### src/rtl/cke_pkg.sv
package cke_pkg;

   typedef enum logic [2:0] {
      ST_STRAP    = 3'd0,
      ST_RUN      = 3'd1,
      ST_PRE_REQ  = 3'd2,
      ST_PRE_WAIT = 3'd3,
      ST_PD       = 3'd4,
      ST_EXIT     = 3'd5
   } cke_state_e;

   // Number of clocks after CPU reset release that the pin stays an input.
   localparam int unsigned STRAP_WIN = 4;

endpackage

### src/rtl/cke_dcount.sv
module cke_dcount #(
   parameter int unsigned W = 4
) (
   input  logic         clk,
   input  logic         rst_n,
   input  logic         load,
   input  logic [W-1:0] load_val,
   input  logic         dec,
   output logic [W-1:0] cnt_o,
   output logic         last_o
);

   generate
      if (W < 1) begin : g_bad_w
         $error("cke_dcount: W must be at least 1");
      end
   endgenerate

   logic [W-1:0] cnt_q;

   always_ff @(posedge clk or negedge rst_n) begin
      if (!rst_n) begin
         cnt_q <= '0;
      end else if (load) begin
         cnt_q <= load_val;
      end else if (dec && cnt_q != '0) begin
         cnt_q <= cnt_q - W'(1);
      end
   end

   assign cnt_o  = cnt_q;
   assign last_o = (cnt_q == W'(1));

   AST_NO_UNDERFLOW: assert property (@(posedge clk) disable iff (!rst_n)
      (dec && !load && cnt_q == '0) |=> cnt_q == '0);

endmodule

### src/rtl/cke_strap_window.sv
module cke_strap_window #(
   parameter int unsigned SYNC_STAGES = 0
) (
   input  logic clk,
   input  logic rst_n,
   input  logic cpu_rst_n,
   input  logic pin_i,
   output logic win_open_o,
   output logic drive_en_o,
   output logic strap_o
);
   import cke_pkg::*;

   localparam int unsigned CW = $clog2(STRAP_WIN + 1);

   generate
      if (SYNC_STAGES > 4) begin : g_bad_sync
         $error("cke_strap_window: SYNC_STAGES must be 0..4");
      end
   endgenerate

   logic pin_s;

   generate
      if (SYNC_STAGES == 0) begin : g_direct
         assign pin_s = pin_i;
      end else begin : g_sync
         logic [SYNC_STAGES-1:0] sh_q;
         always_ff @(posedge clk or negedge rst_n) begin
            if (!rst_n) sh_q <= '0;
            else        sh_q <= {sh_q[SYNC_STAGES-2:0], pin_i};
         end
         assign pin_s = sh_q[SYNC_STAGES-1];
      end
   endgenerate

   logic [CW-1:0] cnt_q;
   logic          done_q;
   logic          strap_q;

   always_ff @(posedge clk or negedge rst_n) begin
      if (!rst_n) begin
         cnt_q   <= '0;
         done_q  <= 1'b0;
         strap_q <= 1'b0;
      end else if (!cpu_rst_n) begin
         cnt_q  <= '0;
         done_q <= 1'b0;
      end else if (!done_q) begin
         if (cnt_q == CW'(STRAP_WIN - 1)) begin
            done_q  <= 1'b1;
            strap_q <= pin_s;
         end else begin
            cnt_q <= cnt_q + CW'(1);
         end
      end
   end

   assign win_open_o = !cpu_rst_n || !done_q;
   assign drive_en_o = done_q;
   assign strap_o    = strap_q;

   AST_OE_OFF_CPU_RST: assert property (@(posedge clk) disable iff (!rst_n)
      !cpu_rst_n |=> !drive_en_o);
   AST_STRAP_STABLE: assert property (@(posedge clk) disable iff (!rst_n)
      (done_q && $past(done_q)) |-> $stable(strap_q));

endmodule

### src/rtl/cke_pd_fsm.sv
module cke_pd_fsm #(
   parameter int unsigned NUM_BANKS = 4,
   parameter int unsigned PRE_DLY   = 3,
   parameter int unsigned EXIT_W    = 8
) (
   input  logic              clk,
   input  logic              rst_n,
   input  logic              win_open,
   input  logic              pd_req,
   input  logic [NUM_BANKS-1:0] banks_open,
   input  logic              pre_ack,
   input  logic [EXIT_W-1:0] exit_clks,
   output logic              pre_req,
   output logic              cke_drive,
   output logic              in_pd,
   output logic              in_run
);
   import cke_pkg::*;

   localparam int unsigned PW = $clog2(PRE_DLY + 1);

   generate
      if (PRE_DLY < 1) begin : g_bad_dly
         $error("cke_pd_fsm: PRE_DLY must be at least 1");
      end
      if (NUM_BANKS < 1) begin : g_bad_banks
         $error("cke_pd_fsm: NUM_BANKS must be at least 1");
      end
   endgenerate

   cke_state_e state_q, state_d;
   logic       any_open;
   logic       pre_load, pre_dec, pre_last;
   logic       ex_load, ex_dec, ex_last;
   logic [PW-1:0]     pre_cnt;
   logic [EXIT_W-1:0] ex_cnt;

   assign any_open = |banks_open;

   always_comb begin
      state_d  = state_q;
      pre_load = 1'b0;
      pre_dec  = 1'b0;
      ex_load  = 1'b0;
      ex_dec   = 1'b0;
      unique case (state_q)
         ST_STRAP: begin
            state_d = ST_RUN;
         end
         ST_RUN: begin
            if (pd_req) state_d = any_open ? ST_PRE_REQ : ST_PD;
         end
         ST_PRE_REQ: begin
            if (pre_ack) begin
               state_d  = ST_PRE_WAIT;
               pre_load = 1'b1;
            end
         end
         ST_PRE_WAIT: begin
            if (pre_last) begin
               if (!pd_req)      state_d = ST_RUN;
               else if (any_open) state_d = ST_PRE_REQ;
               else              state_d = ST_PD;
            end else begin
               pre_dec = 1'b1;
            end
         end
         ST_PD: begin
            if (!pd_req) begin
               if (exit_clks == '0) begin
                  state_d = ST_RUN;
               end else begin
                  state_d = ST_EXIT;
                  ex_load = 1'b1;
               end
            end
         end
         ST_EXIT: begin
            if (ex_last) state_d = ST_RUN;
            else         ex_dec  = 1'b1;
         end
         default: state_d = ST_STRAP;
      endcase
      if (win_open) state_d = ST_STRAP;
   end

   always_ff @(posedge clk or negedge rst_n) begin
      if (!rst_n) state_q <= ST_STRAP;
      else        state_q <= state_d;
   end

   cke_dcount #(.W(PW)) u_pre_cnt (
      .clk      (clk),
      .rst_n    (rst_n),
      .load     (pre_load),
      .load_val (PW'(PRE_DLY)),
      .dec      (pre_dec),
      .cnt_o    (pre_cnt),
      .last_o   (pre_last)
   );

   cke_dcount #(.W(EXIT_W)) u_exit_cnt (
      .clk      (clk),
      .rst_n    (rst_n),
      .load     (ex_load),
      .load_val (exit_clks),
      .dec      (ex_dec),
      .cnt_o    (ex_cnt),
      .last_o   (ex_last)
   );

   assign pre_req   = (state_q == ST_PRE_REQ);
   assign cke_drive = (state_q != ST_PD);
   assign in_pd     = (state_q == ST_PD);
   assign in_run    = (state_q == ST_RUN);

   AST_PRE_REQ_HOLD: assert property (@(posedge clk) disable iff (!rst_n)
      (pre_req && !pre_ack && !win_open) |=> pre_req);
   AST_NO_DROP_OPEN: assert property (@(posedge clk) disable iff (!rst_n)
      $rose(in_pd) |-> ($past(banks_open) == '0));
   AST_WAIT_CNT_RANGE: assert property (@(posedge clk) disable iff (!rst_n)
      (state_q == ST_PRE_WAIT) |-> (pre_cnt != '0 && pre_cnt <= PW'(PRE_DLY)));
   AST_EXIT_CNT_LIVE: assert property (@(posedge clk) disable iff (!rst_n)
      (state_q == ST_EXIT) |-> ex_cnt != '0);

endmodule

### src/rtl/cke_pwrdn_ctrl.sv
module cke_pwrdn_ctrl #(
   parameter int unsigned NUM_BANKS   = 4,
   parameter int unsigned PRE_DLY     = 3,
   parameter int unsigned EXIT_W      = 8,
   parameter int unsigned SYNC_STAGES = 0
) (
   input  logic                 clk,
   input  logic                 rst_n,
   input  logic                 cpu_rst_n,
   input  logic                 pd_req,
   output logic                 pd_ack,
   input  logic [NUM_BANKS-1:0] banks_open,
   output logic                 pre_req,
   input  logic                 pre_ack,
   input  logic [EXIT_W-1:0]    exit_clks,
   output logic                 cke_o,
   output logic                 cke_oe,
   input  logic                 cke_i,
   output logic                 strap_q,
   output logic                 cmd_ready
);

   logic win_open, drive_en, cke_drive, in_pd, in_run;

   cke_strap_window #(.SYNC_STAGES(SYNC_STAGES)) u_win (
      .clk        (clk),
      .rst_n      (rst_n),
      .cpu_rst_n  (cpu_rst_n),
      .pin_i      (cke_i),
      .win_open_o (win_open),
      .drive_en_o (drive_en),
      .strap_o    (strap_q)
   );

   cke_pd_fsm #(
      .NUM_BANKS (NUM_BANKS),
      .PRE_DLY   (PRE_DLY),
      .EXIT_W    (EXIT_W)
   ) u_fsm (
      .clk        (clk),
      .rst_n      (rst_n),
      .win_open   (win_open),
      .pd_req     (pd_req),
      .banks_open (banks_open),
      .pre_ack    (pre_ack),
      .exit_clks  (exit_clks),
      .pre_req    (pre_req),
      .cke_drive  (cke_drive),
      .in_pd      (in_pd),
      .in_run     (in_run)
   );

   assign cke_oe    = drive_en;
   assign cke_o     = cke_drive;
   assign pd_ack    = in_pd;
   assign cmd_ready = in_run && drive_en;

   AST_ACK_MEANS_LOW: assert property (@(posedge clk) disable iff (!rst_n)
      pd_ack |-> (cke_oe && !cke_o));
   AST_LOW_MEANS_ACK: assert property (@(posedge clk) disable iff (!rst_n)
      (cke_oe && !cke_o) |-> pd_ack);
   AST_READY_NEEDS_CKE: assert property (@(posedge clk) disable iff (!rst_n)
      cmd_ready |-> (cke_o && cke_oe && !pre_req));
   AST_EXIT_HOLDS_READY: assert property (@(posedge clk) disable iff (!rst_n)
      ($fell(pd_ack) && cke_oe && $past(exit_clks) != '0) |-> !cmd_ready);

endmodule

### config.mk
export PLATFORM = sky130hd
export DESIGN_NAME = cke_pwrdn_ctrl
export DESIGN_NICKNAME = d
export VERILOG_FILES = /design/src/rtl/cke_pkg.sv /design/src/rtl/cke_dcount.sv /design/src/rtl/cke_strap_window.sv /design/src/rtl/cke_pd_fsm.sv /design/src/rtl/cke_pwrdn_ctrl.sv
export SDC_FILE = /design/constraint.sdc
export NUM_CORES = 1
export LEC_CHECK = 0
export BUFFER_PORTS_ARGS = -buffer_cell sky130_fd_sc_hd__buf_2
export CELL_PAD_IN_SITES_DETAIL_PLACEMENT = 2
export CELL_PAD_IN_SITES_GLOBAL_PLACEMENT = 2
export CORE_MARGIN = 1
export CORE_UTILIZATION = 31
export CTS_BUF_LIST = sky130_fd_sc_hd__clkbuf_4
export CTS_CLUSTER_SIZE = 25
export DETAILED_ROUTE_END_ITERATION = 10
export MAX_ROUTING_LAYER = met4
export PLACE_DENSITY = 0.74
export SETUP_SLACK_MARGIN = 0.2
export SYNTH_ARGS = -nofsm -noshare
export SYNTH_HDL_FRONTEND = slang
export SYNTH_SLANG_ARGS = --single-unit
### constraint.sdc
create_clock -name clk -period 2.2 [get_ports clk]
set_clock_uncertainty 0.2 [all_clocks]
set_input_delay 0.33 -clock clk [delete_from_list [all_inputs] [get_ports clk]]
set_output_delay 0.33 -clock clk [all_outputs]
set_load 0.02 [all_outputs]
### Yosys cells after proc, flatten, opt, wreduce, memory -nomap -nowiden

Index checks and enable logic that the tools add are counted.
Widths: inputs -> output; s select.

| word-level totals | value |
|---|---|
| flip-flop bits (word level) | 18 |
| input port bits | 18 |
| output and inout port bits | 6 |

| cells by class | value |
|---|---|
| add/sub/neg operators | 3 |
| eq/ne operators | 16 |
| muxes and demuxes | 29 |
| bitwise gates (word level) | 1 |
| reduce and logical (&&, ||, !) cells | 16 |

Operators by type and width:

| kind | number |
|---|---|
| $mux 3 | 12 |
| $pmux 3 s6 | 1 |
| $mux 8 | 2 |
| $mux 1 | 12 |
| $eq 3x2->1 const B | 3 |
| $ne 3x1->1 const B | 3 |
| $eq 8x1->1 const B | 1 |
| $logic_not 8->1 | 1 |
| $reduce_bool 8->1 | 1 |
| $sub 8x1->8 const B | 1 |
| $eq 3x3->1 const B | 2 |
| $ne 3x2->1 const B | 2 |
| $reduce_bool 2->1 | 3 |
| $reduce_and 5->1 | 1 |
| $mux 2 | 2 |
| $ne 2x2->1 const B | 2 |
| $reduce_or 4->1 | 1 |
| $add 3x1->3 const B | 1 |
| $eq 3x1->1 const B | 1 |
| $logic_and 1x1->1 | 3 |
| $logic_not 3->1 | 1 |
| $ne 3x3->1 const B | 1 |
| $reduce_and 3->1 | 1 |
| $eq 2x1->1 const B | 1 |
| other kinds (5) | 6 |

### Logic depth before layout (Yosys ltp)

Gate-level depths: netlist of run 1.

| logic depth | value |
|---|---|
| depth after elaboration | 6 |
| depth in mapped cells | 6 |
| gate-level depth less buffers | 6 |

### Hierarchy

Synthesis of run 1 repeated with hierarchy kept, for this count alone.

| second synthesis, totals | value |
|---|---|
| cells, all modules | 144 |
| area, all modules | 1322.5 um^2 |

By module, submodules not included:

| module | instances | cells each | area each (um^2) | seq. area each (um^2) |
|---|---|---|---|---|
| cke_dcount at u_fsm.u_exit_cnt | 1 | 64 | 574.3 | 200.2 |
| cke_pd_fsm | 1 | 44 | 360.3 | 75.1 |
| cke_strap_window | 1 | 21 | 242.7 | 125.1 |
| cke_dcount at u_fsm.u_pre_cnt | 1 | 14 | 138.9 | 50.0 |
| cke_pwrdn_ctrl | 1 | 1 | 6.3 | 0.0 |

### Worst setup path before layout of run 1

Ideal clock, no wire load.

| path | value |
|---|---|
| path kind | register to register |
| start | register u_fsm.u_exit_cnt.cnt_q[0], in the netlist u_fsm.u_exit_cnt.cnt_o[0] |
| end | register u_fsm.u_exit_cnt.cnt_q[7], in the netlist u_fsm.u_exit_cnt.cnt_o[7] |
| data arrival time | 1.903 ns |
| path slack | -0.029 ns |
| stages on the path, launching flop included | 7 |
| path buffers | 0 |
| clock period less this slack | 2.229 ns |
| cells stage by stage | dfrtp_1 > inv_1 > ha_1 > or2_2 > a31oi_2 > mux2_2 > a221o_1 |

| between the ends | value |
|---|---|
| cells in the longest elaborated chain, start to end | 5 |
| elaborated cells on any way between the ends | 9 |
| classes of those cells | add/sub: 1; eq/ne: 1; mux: 4; reduce/logical: 3 |

Ends and longest elaborated chain:

| what | RTL line | source |
|---|---|---|
| start: declaration | cke_dcount.sv:19 | `logic [W-1:0] cnt_q;` |
| start signal: assignment | cke_dcount.sv:25 | `cnt_q <= load_val;` |
| start signal: assignment | cke_dcount.sv:27 | `cnt_q <= cnt_q - W'(1);` |
| branches (longest 5 deep; another with $sub 8x1->8) | n/a |  |

Several ways; the timed one is not identified. The select of a mux whose other input is x is not followed.
A chain may end at the register's enable or synchronous reset.

### Final worst setup path of run 1

| path | value |
|---|---|
| start | register u_fsm.state_q[0] |
| end | register u_fsm.u_exit_cnt.cnt_q[7], in the netlist u_fsm.u_exit_cnt.cnt_o[7] |

| between the ends | value |
|---|---|
| cells in the longest elaborated chain, start to end | 4 |
| elaborated cells on any way between the ends | 7 |
| classes of those cells | eq/ne: 2; mux: 3; reduce/logical: 2 |

Ends and longest elaborated chain:

| what | RTL line | source |
|---|---|---|
| start: declaration | cke_pd_fsm.sv:31 | `cke_state_e state_q, state_d;` |
| start signal: assignment | cke_pd_fsm.sv:89 | `else state_q <= state_d;` |
| $eq 3x3->1 | cke_pd_fsm.sv:46 | `unique case (state_q)` |
| $mux 1 | cke_pd_fsm.sv:46 |  |
| $logic_and 1x1->1 | cke_dcount.sv:26 | `end else if (dec && cnt_q != '0) begin` |
| $reduce_bool 2->1 (no line) | n/a |  |

Parallel ways exist; a longest one is shown, timed or not.

==> impl_results.md, run 1 <==
- Final ANT Viol Nets: 0
- Drt wl/cell: 17.7 microns
- Minimum clock period: 2.00 ns
- Post-synth top cells: 18 x dfrtp_1, 12 x nor2_1, 11 x nand2_1
- Yosys synthesis warning count: 0
- Cells after Synth: 127
- Total net switching power: 0.258 mW
- Worst skew pair latency: 0.29 ns
- Post-Route WL: 3790 microns
- Max IR drop VDD: 0.000232 V
- FMAX: 0.500 GHz
- Starting Density: 32.8%
- Final net count: 193
- DP Wirelength: 2870 microns
- Status: complete, no violations
- CP startpoint kind: flop
- Largest cells by area after synthesis: dfrtp_1 37%, ha_1 7.2%, mux2i_1 5.0%, a221o_1 4.1%, nor2_1 3.7%
- Top cell type's share of synthesized area: 37.3%
- Period utilization: 90.9%
- Ports: 24
- Clock sink count: 18
- Mapped cell area: 1210 sq um
- Initial DRC count: 28
- Count of final setup violators: 0
- Router iterations before antenna repair: 4
- Worst path arrival time: 1.99 ns
- Placed Cells: 204
- Area Growth Syn to Fin: 27.8%
- Grt total ovfl: 0
- Power share of the combinational group: 26.9%
- RSZ-0062 raised after global routing: true
- Ratio of cells with drive above 1 in the final layout: 33.7%
- PortBufs: 23
- Die W: 64.4 microns
- CP Data Required Time: 2.19 ns
- Max-slew headroom: 70.2%
- Floorplan core area: 3690 sq um
- # diodes: 0
- Max cap viols: 0
- CP cell instances: or3b_4 -> a211o_1 -> mux2_4 -> a221o_1
- Async SR Flop Fraction: 100%
- Clock transition at the registers of the reported paths: 0.10 ns
- First-pass GRT wire length: 6230 microns
- Simple-gate portion of the synthesized area: 23.0%
- Seq pwr share: 51.5%
- Post-Synth Adder-Cell Area: 7.25%
- H-tree Lvls: 1
- Register area share after synthesis: 37.3%
- DIE HEIGHT: 64.4 microns
- Switching Fraction: 32.8%
- Number of enable flip-flop cells after synthesis: 0
- Initial antenna violation count: 0
- Overall power: 0.787 mW
- Worst hold-check path type: primary input to flop
- TritonCTS Buffers: 3
- Fin. Hold Viols: 0
- Count leader, synth: dfrtp_1
- Worst-Margin Slew: 0.447 ns
- Vias in the first global route: 1310
- Worst Path Max Fanout: 5
- Mean post-synth cell area: 9.52 sq um
- Internal cell power: 0.529 mW
- Mux contribution to synthesized area: 6.83%
- Slowest stage delay, CP: 0.44 ns
- Unique cell type count in the Yosys netlist: 44
- Pleak: 0.699 nW
- Synth Register Bits: 18
- Crit-path slowest cell: or3b_4
- GP Congestion: 0.870
- Drt via density: 5.46
- Clock power frac: 21.6%
- Global-route usage over all layers: 20.2%
- Finished Layout Cells: 214
- CTS tree: done
- DRC Markers: 0
- Post-synthesis compound-gate area fraction: 19.3%
- Crit Path Category: flop to flop
- Max-slew violations: 0
- Power Density: 509 nW/um^2
- Post-Synth XOR/XNOR Area: 1.45%
- Root Driver: clkbuf_4
- Ys flop type: dfrtp_1
- Setup_tns: 0 ns
- CP delay by family, top: compound AO/OA/AOI/OAI gates
- Die ar.: 4150 sq um
- Clk buf depth: 2
- Largest area contributor in the netlist: dfrtp_1
- Largest family of logic cells by synthesized area: simple AND/OR/NAND/NOR gates
- Largest net degree at the start of global routing: 19
- Routed via count: 1168
- Buf/Inv on CP: 0
- Worst Setup End Kind: flop
- Synthesized Nets: 152
- Core Rows: 22
- Fillers: 437
## cells in the final DEF, fill, tap and decap left out, drive strengths merged, types with 2 or more instances in the layout
cell type,netlist,layout
ha,7,7
mux2i,6,6
clkbuf,0,3
buf,4,39
nor4,5,5
nor3,3,3
nand3,3,3
o31ai,3,3
nor2,12,12
nand2,11,11
a21oi,6,6
nor3b,3,3
o21ai,2,2
xnor2,2,2
inv,9,9
a221o,5,5
a31oi,2,2
mux2,2,2
and3,2,2
dfrtp,18,18
nand3b,3,3
o211ai,2,2
## area by class of cell
cell class / instances / area, sq um / share of cell area [%]
Tap cell: 48 / 60.1 / 3.89
Sequential cell: 18 / 450 / 29.1
Timing Repair Buffer: 40 / 245 / 15.9
Multi-Input combinational cell: 96 / 733 / 47.4
Clock buffer: 3 / 22.5 / 1.46
Inverter: 9 / 33.8 / 2.19
## worst reg2reg max path, delay by kind of cell (launching register included)
kind	cells	cell delay (ns)
AND/OR/NAND/NOR	1	0.44
flip-flops	1	0.39
AO/OA/AOI/OAI	2	0.59
multiplexers	1	0.27
## path summary, 6_finish.rpt
| path | startpoint | to | slack [ns] | depth (start not counted) |
|---|---|---|---|---|
| setup / recovery | u_fsm.state_q[0]$_DFFE_PN0P_ | u_fsm.u_exit_cnt.cnt_o[7]$_DFFE_PN0P_ | 0.20 | 4 |
| hold / removal | cke_i | u_win.strap_o$_DFFE_PN0P_ | 0.05 | 2 |
| setup reg to reg | u_fsm.state_q[0]$_DFFE_PN0P_ | u_fsm.u_exit_cnt.cnt_o[7]$_DFFE_PN0P_ | 0.20 | 4 |
| hold reg to reg | u_win.cnt_q[1]$_DFFE_PN0P_ | u_win.cnt_q[1]$_DFFE_PN0P_ | 0.29 | 2 |
| max in group asynchronous | rst_n | u_win.strap_o$_DFFE_PN0P_ | 1.18 | 2 |
| min in group asynchronous | rst_n | u_fsm.u_exit_cnt.cnt_o[3]$_DFFE_PN0P_ | 0.32 | 2 |
## what timing repair did
action                                  CTS  global route
endpoints found under the hold margin    18             0
pin swaps                                 2             0
buffers inserted                          3             3
resized for setup                         2             1
hold buffers                              1             0
endpoints found under the setup margin    6             6
## sequential cells by signal (all words and copies together), names as in the netlist
signal and count:
u_win.strap_o 1, u_fsm.state_q 3, u_win.drive_en_o 1, u_win.cnt_q 3
u_fsm.u_pre_cnt.cnt_o 2, u_fsm.u_exit_cnt.cnt_o 8
## layer usage
layer  routed length (microns)  GRT usage [%]
met1                      1610           23.1
met4                        45           5.83
met3                        75           2.29
met2                      2060           37.1
met5                         0              -
## metrics by stage
step | cell area [sq um] | setup WS [ns] | hold WS (ns) | util [%]
6_report | 1550 | 0.200 | 0.0519 | 41.9
4_1_cts | 1520 | 0.199 | 0.0435 | 41.1
2_1_floorplan | 1230 | 0.152 | -0.166 | -
3_3_place_gp | 1450 | 0.175 | 0.0867 | 39.4
5_1_grt | 1550 | 0.146 | 0.0494 | 41.9
3_5_place_dp | 1450 | 0.106 | 0.106 | 39.4
## power groups by stage
stage,logic [mW],clock network (mW),registers (mW)
6_report,0.211,0.170,0.405
3_5_place_dp,0.206,0,0.414
3_3_place_gp,0.185,0,0.409
4_1_cts,0.214,0.182,0.406
2_1_floorplan,0.106,0,0.422
5_1_grt,0.239,0.191,0.414
## cells by family (layout without fill, tap and decap cells)
family	Yosys count	count (layout)
xor+xnor	2	2
compound gates	29	29
fa+ha+maj	7	7
buf+inv	13	52
simple gates	50	50
mux	8	8
flops	18	18
Note: power is estimated with default switching activity, not from simulation.
==> inputs of run 2 (changes only) <==
HOLD_SLACK_MARGIN = 0.1   (was unset)
RECOVER_POWER = 100   (was unset)
==> run 2 against run 1 <==
Effect of this change:
- fmax fell by 2.6%
- clock-buffer cell count did not move
- highest routed layer unchanged
- hold slack improved by 0.079 ns
- global-route usage rose by 0.85 points
- die area did not move
- total power rose by 0.85%
- sequential share of layout area fell by 1.4 points
- design area rose by 5.1%
- largest cell class unchanged
- combinational power rose by 2%
- critical path depth rose by 1
- sequential power barely moved
==> impl_results.md, run 2 (synthesis results as in run 1) <==
- Status: complete, no violations (unchanged)
- Count of final setup violators: 0 (unchanged)
- Clock transition at the registers of the reported paths: 0.11 ns (was 0.10 ns)
- First-pass GRT wire length: 6490 microns (was 6230 microns)
- Vias in the first global route: 1364 (was 1310)
- Final ANT Viol Nets: 0 (unchanged)
- Router iterations before antenna repair: 3 (was 4)
- FMAX: 0.487 GHz (was 0.500 GHz)
- Worst skew pair latency: 0.30 ns (was 0.29 ns)
- Ratio of cells with drive above 1 in the final layout: 28.4% (was 33.7%)
- Fillers: 435 (was 437)
- Worst hold-check path type: primary input to flop (unchanged)
- Ports: 24 (unchanged)
- CTS tree: done (unchanged)
- Die ar.: 4150 sq um (unchanged)
- Largest net degree at the start of global routing: 19 (unchanged)
- Worst Setup End Kind: flop (unchanged)
- CP cell instances: clkbuf_2 -> nand3b_1 -> a31oi_4 -> mux2_4 -> a221o_1 (was or3b_4 -> a211o_1 -> mux2_4 -> a221o_1)
- Starting Density: 32.8% (unchanged)
- DIE HEIGHT: 64.4 microns (unchanged)
- Worst path arrival time: 2.05 ns (was 1.99 ns)
- CP startpoint kind: flop (unchanged)
- Post-Route WL: 4000 microns (was 3790 microns)
- Core Rows: 22 (unchanged)
- Area Growth Syn to Fin: 34.4% (was 27.8%)
- Drt via density: 5.39 (was 5.46)
- Initial antenna violation count: 0 (unchanged)
- Most frequent cells in the layout: 18 x buf_2, 18 x dfrtp_1, 15 x buf_4 (was 23 x buf_2, 18 x dfrtp_1, 16 x buf_4)
- RSZ-0062 raised after global routing: true (unchanged)
- H-tree Lvls: 1 (unchanged)
- Max IR drop VDD: 0.000233 V (was 0.000232 V)
- Max-slew headroom: 29.3% (was 70.2%)
- Overall power: 0.793 mW (was 0.787 mW)
- Die W: 64.4 microns (unchanged)
- Clock sink count: 18 (unchanged)
- PortBufs: 23 (unchanged)
- Max cap viols: 0 (unchanged)
- Worst hold slack: 0.131 ns (was 0.0519 ns)
- Routed via count: 1208 (was 1168)
- Largest register FFs: 8 (unchanged)
- TritonCTS Buffers: 3 (unchanged)
- Crit-path slowest cell: dfrtp_1 (was or3b_4)
- Buf/Inv on CP: 1 (was 0)
- Floorplan core area: 3690 sq um (unchanged)
- Worst Path Max Fanout: 12 (was 5)
- Fin. Hold Viols: 0 (unchanged)
- Grt total ovfl: 0 (unchanged)
- Power Density: 489 nW/um^2 (was 509 nW/um^2)
- Slowest stage delay, CP: 0.40 ns (was 0.44 ns)
- Crit Path Category: flop to flop (unchanged)
- Period utilization: 93.3% (was 90.9%)
- Initial DRC count: 25 (was 28)
- Clk buf depth: 2 (unchanged)
- DRC Markers: 0 (unchanged)
- GP Congestion: 0.870 (unchanged)
- DP Wirelength: 2870 microns (unchanged)
- Setup_tns: 0 ns (unchanged)
- CP delay by family, top: compound AO/OA/AOI/OAI gates (unchanged)
- Root Driver: clkbuf_4 (unchanged)
- Worst-Margin Slew: 1.06 ns (was 0.447 ns)
- Pleak: 0.723 nW (was 0.699 nW)
- Global-route usage over all layers: 21.1% (was 20.2%)
- Final net count: 203 (was 193)
- # diodes: 0 (unchanged)
- CP Data Required Time: 2.19 ns (about the same)
- Max-slew violations: 0 (unchanged)
- Minimum clock period: 2.05 ns (was 2.00 ns)
- Drt wl/cell: 17.9 microns (was 17.7 microns)
## run 2: per-layer routing
metal | global-route usage [%] | wire length [microns]
met1 | 24.1 | 1700
met2 | 38.8 | 2140
met3 | 2.29 | 73
met4 | 5.83 | 80
met5 | - | 0
## run 2: report_power, final
part	switching, mW	internal, mW
sequential	0.0323	0.373
clock	0.109	0.0639
combinational	0.120	0.0943
## run 2: path summary, 6_finish.rpt
check / start / endpoint / slack, ns / depth (start not counted)
max: u_fsm.state_q[1]$_DFFE_PN0P_ / u_fsm.u_exit_cnt.cnt_o[7]$_DFFE_PN0P_ / 0.15 / 5
min: cpu_rst_n / u_win.cnt_q[1]$_DFFE_PN0P_ / 0.13 / 3
max reg2reg: u_fsm.state_q[1]$_DFFE_PN0P_ / u_fsm.u_exit_cnt.cnt_o[7]$_DFFE_PN0P_ / 0.15 / 5
min reg2reg: u_win.cnt_q[1]$_DFFE_PN0P_ / u_win.cnt_q[1]$_DFFE_PN0P_ / 0.29 / 2
max in group asynchronous: rst_n / u_fsm.u_pre_cnt.cnt_o[1]$_DFFE_PN0P_ / 0.64 / 2
min in group asynchronous: rst_n / u_fsm.u_exit_cnt.cnt_o[1]$_DFFE_PN0P_ / 0.52 / 2
## run 2: final cells by class
cell class              instances  area (sq um)  share of cell area [%]
clock buffers                   3          22.5                    1.39
inverters                       9          33.8                    2.08
multi-input cells              96           719                    44.3
flip-flops and latches         18           450                    27.7
well taps                      48          60.1                    3.70
repair buffers                 50           338                    20.8
## run 2: repair_timing
action,CTS,global route
pin swaps,2,2
setup endpoints to repair,6,6
hold buffers,10,0
gates resized for setup,2,4
hold endpoints to repair,27,0
setup buffers,3,4
## run 2: worst min-delay path: cells and delay by family
kind / cells / cell delay (ns)
and+or+nand+nor: 2 / 0.13
buffers and inverters: 1 / 0.14
## run 2: stage by stage
| step | utilization [%] | setup WS (ns) | instance area (sq um) | instances |
|---|---|---|---|---|
| after global placement | 39.4 | 0.175 | 1450 | 204 |
| after detailed placement | 39.4 | 0.106 | 1450 | 204 |
| after CTS | 43.6 | 0.199 | 1610 | 220 |
| after global routing | 44.0 | 0.0730 | 1620 | 224 |
| final | 44.0 | 0.148 | 1620 | 224 |
| after floorplan | - | 0.152 | 1230 | 127 |
